<file path="src/rtl/cq_flag_ctrl.sv">
module cq_flag_ctrl (
  input  logic       clk,
  input  logic       rst_n,
  input  logic [1:0] trig_mode,
  input  logic       gate,
  input  logic       xfer_busy,
  input  logic       xfer_done,
  input  logic       xfer_pause,
  input  logic       xfer_eoq,
  input  logic       pause_ie,
  input  logic       eoq_ie,
  input  logic       wr_en,
  input  logic [1:0] wr_data,
  output logic       pause_flag,
  output logic       eoq_flag,
  output logic       queue_trig,
  output logic       pause_irq,
  output logic       eoq_irq
);

  localparam logic [1:0] MODE_EDGE  = 2'd1;
  localparam logic [1:0] MODE_LEVEL = 2'd2;

  logic edge_m, level_m, sw_m;
  logic gate_q, pend_q;
  logic gate_rise, closed_now, close_apply, close_defer, close_late;
  logic edge_pause, pause_set, eoq_set;
  logic pause_clr, eoq_clr;
  logic trig_d, pend_d;

  assign edge_m  = (trig_mode == MODE_EDGE);
  assign level_m = (trig_mode == MODE_LEVEL);
  assign sw_m    = !edge_m && !level_m;

  assign gate_rise  = gate && !gate_q;
  assign closed_now = level_m && queue_trig && !gate;

  // closure with no transfer in flight, or one ending this cycle
  assign close_apply = closed_now && !pend_q && (!xfer_busy || xfer_done);
  // closure seen mid-transfer: remember it
  assign close_defer = closed_now && !pend_q && xfer_busy && !xfer_done;
  // remembered closure reaches the end of its transfer
  assign close_late  = level_m && pend_q && !gate && xfer_done;

  assign edge_pause = edge_m && xfer_done && xfer_pause;
  assign pause_set  = edge_pause || close_apply || close_late;
  assign eoq_set    = xfer_done && xfer_eoq;

  assign pause_clr = wr_en && wr_data[0];
  assign eoq_clr   = wr_en && wr_data[1];

  always_comb begin
    trig_d = queue_trig;
    if (sw_m)
      trig_d = 1'b1;
    else if (edge_m) begin
      if (queue_trig && edge_pause)
        trig_d = 1'b0;
      else if (!queue_trig && gate_rise)
        trig_d = 1'b1;
    end else begin
      if (close_apply || close_late)
        trig_d = 1'b0;
      else if (!queue_trig && gate)
        trig_d = 1'b1;
    end
  end

  always_comb begin
    pend_d = pend_q;
    if (!level_m || gate || close_late)
      pend_d = 1'b0;
    else if (close_defer)
      pend_d = 1'b1;
  end

  always_ff @(posedge clk) begin
    if (!rst_n) begin
      gate_q     <= 1'b0;
      pend_q     <= 1'b0;
      queue_trig <= 1'b0;
      pause_flag <= 1'b0;
      eoq_flag   <= 1'b0;
      pause_irq  <= 1'b0;
      eoq_irq    <= 1'b0;
    end else begin
      gate_q     <= gate;
      pend_q     <= pend_d;
      queue_trig <= trig_d;
      pause_flag <= pause_set || (pause_flag && !pause_clr);
      eoq_flag   <= eoq_set || (eoq_flag && !eoq_clr);
      pause_irq  <= pause_flag && pause_ie;
      eoq_irq    <= eoq_flag && eoq_ie;
    end
  end

endmodule

</file>
<file path="config.mk">
export PLATFORM = sky130hd
export DESIGN_NAME = cq_flag_ctrl
export DESIGN_NICKNAME = d
export VERILOG_FILES = /design/src/rtl/cq_flag_ctrl.sv
export SDC_FILE = /design/constraint.sdc
export NUM_CORES = 1
export LEC_CHECK = 0
export CAP_MARGIN = 20
export CORE_AREA = 2 2 39 41
export CTS_CLUSTER_DIAMETER = 150
export CTS_CLUSTER_SIZE = 40
export DETAILED_ROUTE_END_ITERATION = 10
export DIE_AREA = 0 0 41 43
export SETUP_SLACK_MARGIN = 0.5
export SYNTH_ARGS = -nofsm -noshare
export SYNTH_HDL_FRONTEND = slang
export SYNTH_SLANG_ARGS = --single-unit
export TNS_END_PERCENT = 5
</file>
<file path="constraint.sdc">
create_clock -name clk -period 0.95 [get_ports clk]
set_input_delay 0.095 -clock clk [delete_from_list [all_inputs] [get_ports clk]]
set_output_delay 0.095 -clock clk [all_outputs]
set_load 0.05 [all_outputs]
</file>
# Yosys cells after proc, flatten, opt, wreduce, memory -nomap -nowiden
# Cells that the tools add are included.
# totals
input_bits	14
register_bits	7
output_inout_bits	5
word_cells	61
# classes
bitwise	1
eq_ne	3
muxes	6
reduce_logical	44
# op_table
op	count
$logic_and 1x1->1	23
$logic_not 1->1	10
$logic_or 1x1->1	8
$mux 1	6
$ne 4x1->1 const B	1
$reduce_bool 4->1	1
$eq 2x1->1 const B	1
$eq 2x2->1 const B	1
$reduce_and 2->1	1
$reduce_or 2->1	1
$not 1->1	1

# Longest topological paths before layout
# logic_depth
ltp_word	9
mapped_depth	6
depth_no_buf	6

# Least setup slack after synthesis
# OpenSTA, ideal clock, no wires.
# synth_timing
path_type	register -> register
startpoint	register queue_trig
endpoint	register queue_trig
setup_ns	0.119
stages_incl_launch_ff	4
required_ns	0.831
path_buffers	0
synth_period_minus_slack_ns	1.391
arrival_time_ns	1.272
path_slack_ns	-0.441
path_cell_list	dfxtp_1 -> o221ai_1 -> a21boi_0 -> o221a_1
# synth_between
elab_chain_len	8
word_cells_on_any_way	16
classes_between	eq/ne (1); mux (4); reduce/logical (11)
# synth_rtl
item	line_no	text
start, declared	16	output logic queue_trig,
start signal, assigned	89	queue_trig <= trig_d;
$logic_and 1x1->1 (2 in series)	36	assign closed_now = level_m && queue_trig && !gate;
$logic_and 1x1->1 (2 in series)	39	assign close_apply = closed_now && !pend_q && (!xfer_busy || xfer_done);
$logic_or 1x1->1	62	if (close_apply || close_late)
$mux 1	62	
$mux 1	56	else if (edge_m) begin
$mux 1	54	if (sw_m)
# Several ways; a longest one is shown, not always the timed one.
# A chain may end at the register's enable or synchronous reset.

# Worst setup path after layout
# layout_timing
startpoint	register pend_q
endpoint	register queue_trig
# layout_between
elab_chain_len	7
word_cells_on_any_way	12
classes_between	mux (3); reduce/logical (9)
# layout_rtl
item	line_no	text
start, declared	25	logic gate_q, pend_q;
start signal, assigned	88	pend_q <= pend_d;
$logic_not 1->1 or $logic_and 1x1->1 (tied branches)	39, 43	
$logic_and 1x1->1, on equally long branches (2 in series)	39, 43	
$logic_or 1x1->1 (*)	62	
$mux 1	62	
$mux 1	56	
$mux 1	54	
# Mark *: on every way between the ends. The rest lies on a longest branch, timed or not.

==> out/results.txt <==
DRC: 0
Clk Tree Root Cell: clkbuf_4
CTS Buffer Depth: 2
Static Leak: 0.315 nW
Worst VDD drop: 0.720 mV
Tot Pwr: 0.806 mW
Syn Area/Cell: 9.80 sq um
layout cells sized above 1: 42.9%
flops & latches, synth: 7
Die X-Extent: 41 um
Initial Util: 24.8%
Syn Inst Count: 35
Post-layout nets: 81
final worst setup slack: -0.0939 ns
Clk Latency, worst-skew pair: 0.25 ns
library cells used by synthesis: 20
Die Y: 43 um
placer congestion estimate: 0.724
Core Rows: 14
post-synth top area share: 40.9%
initial antenna violation count: 0
CTS clk-pin slew, worst paths: 0.05 ns
Final Critical Period: 1.04 ns
Seq/Total Area, Yosys: 40.9%
CTS tree: done
violated checks: negative setup slack
total iterations of the first detailed-routing run: 2
Detail Placement HPWL: 676 um
Final Slew Violations: 0
CP Class: reg -> reg
CP Launch Type: flop
Placed Area: 653 sq um
number of setup buffers added after CTS: 0
Yosys Warn Count: 0
Most used DFF post-synth: dfxtp_1
RSZ-0062 raised after global routing: true
ANT nets after route: 0
DR vias: 350
final hold vios: 0
most instantiated cells after synthesis: 7 x dfxtp_1, 3 x ha_1, 3 x inv_1
Synth Cell Area: 343 sq um
H-Tree Depth: 1
vias per inst: 4.43
antenna cells: 0
fin area: 704 sq um
syn nets: 52
DRT iter0 DRCs: 1
vias in the first global route: 334
die area: 1760 sq um
Sink Count: 7
worst slack, placed: -0.583 ns
Post-synth EDFFs: 0
f_max: 958 MHz
CP Capture Type: flop
Data required, critical path: 1.09 ns
IO Count: 19
Port Buf Inserts: 18
worst rel slew slack: 84.8%
Tcrit/Tclk final: 110%
worst-margin pin slew: 0.228 ns
Max Cap Viol: 0
fraction of registers with async set/reset: 0%
Final Routed Wirelength: 852 um
CP max FO: 3
final setup fails: 2
status: complete, but fails checks
first-pass GRT wire length: 1.28 mm
total core area: 1380 sq um
pin count of the biggest net entering global routing: 8
top-count cell post-synth: dfxtp_1
Num CTS Buffers: 3
GRT overflow: 0
biggest area consumer among synthesized cells: dfxtp_1
CTS Hold Bufs: 0
Total GRT Usage: 10.5%
Arr. time, crit path: 1.18 ns
wire length per cell: 10.8 um
Hold Crit Class: in -> reg
Power Dens Cells: 1140 nW/um^2
area growth from synthesis to layout: 105%
top cells by area, synth: dfxtp_1 41%, ha_1 11%, a32oi_1 5.1%
worst clock skew: 0.00396 ns
## metrics by stage
| stage | hold WS (ns) | std cells | TNS, ns | utilization (%) |
|---|---|---|---|---|
| floorplan | 0.217 | 35 | -0.107 | - |
| global placement | 0.530 | 75 | -1.52 | 47.2 |
| detailed placement | 0.526 | 75 | -1.54 | 47.2 |
| CTS | 0.310 | 79 | -0.111 | 50.4 |
| global route | 0.265 | 79 | -0.236 | 50.9 |
| finish | 0.237 | 79 | -0.101 | 50.9 |
## report_power, final
group / leakage, nW / total [mW] / switching (mW) / internal, mW
combinational: 0.240 / 0.220 / 0.0915 / 0.128
clock: 0.0150 / 0.263 / 0.103 / 0.160
sequential: 0.0604 / 0.323 / 0.0156 / 0.308
total: 0.315 / 0.806 / 0.210 / 0.596
## kinds of logic after synthesis
group / Yosys count / synth area share [%]
AO/OA/AOI/OAI: 10 / 22.6
adder cells (fa/ha/maj): 3 / 11.0
buffers and inverters: 3 / 3.28
flip-flops: 7 / 40.9
AND/OR/NAND/NOR: 12 / 22.3
## flip-flops by register name (all words and copies together) (netlist names)
| register | count |
|---|---|
| pause_flag | 1 |
| pause_irq | 1 |
| pend_q | 1 |
| queue_trig | 1 |
| gate_q | 1 |
| eoq_irq | 1 |
| eoq_flag | 1 |
## placed cells by master, fill, tap and decap left out, types with 2 or more instances in the layout
cell / Yosys / layout
nand2_1: 2 / 2
dlygate4sd2_1: 0 / 6
a32oi_1: 2 / 2
and2_1: 2 / 2
clkbuf_4: 0 / 3
dfxtp_2: 0 / 4
inv_1: 3 / 3
buf_12: 0 / 5
buf_4: 0 / 5
ha_1: 3 / 3
dfxtp_4: 0 / 2
clkdlybuf4s50_1: 0 / 6
## worst paths after layout
path / depth (start not counted) / start / end / slack (ns)
worst max-delay path: 4 / pend_q$_SDFFE_PP0P_ / queue_trig$_SDFFE_PN0P_ / -0.09
worst min-delay path: 4 / wr_data[1] / eoq_flag$_SDFF_PN0_ / 0.24
worst max register to register: 4 / pend_q$_SDFFE_PP0P_ / queue_trig$_SDFFE_PN0P_ / -0.09
worst min register to register: 1 / pause_flag$_SDFF_PN0_ / pause_irq$_SDFF_PN0_ / 0.52
## routing by layer
| metal | part of all wire (%) | vias up | GRT usage [%] | routed length [um] |
|---|---|---|---|---|
| met5 | 0 | - | 0 | 0 |
| met4 | 1.9 | 0 | 4.67 | 16 |
| met3 | 4.1 | 2 | 5.76 | 35 |
| met2 | 49 | 9 | 14.4 | 415 |
| met1 | 45 | 157 | 13.1 | 386 |
| li1 | - | 182 | - | - |
## cell type report
| type | count | area (sq um) |
|---|---|---|
| multi-input cells | 25 | 220 |
| fillers | 123 | 679 |
| flip-flops and latches | 7 | 153 |
| inverters | 3 | 11.3 |
| repair buffers | 24 | 274 |
| well taps | 16 | 20.0 |
| clock buffers | 4 | 26.3 |
## critical path, stage by stage (launching register included)
cell and delay (ns):
dfxtp_2 0.35, nor2_2 0.05, o221ai_2 0.17, a32oi_1 0.13
o221a_1 0.24
## timing repair
item / 4_1_cts / 5_1_grt
gates resized for setup: 17 / 2
pin swaps: 6 / 3
setup endpoints to repair: 12 / 11
(Power assumes the default switching activity.)
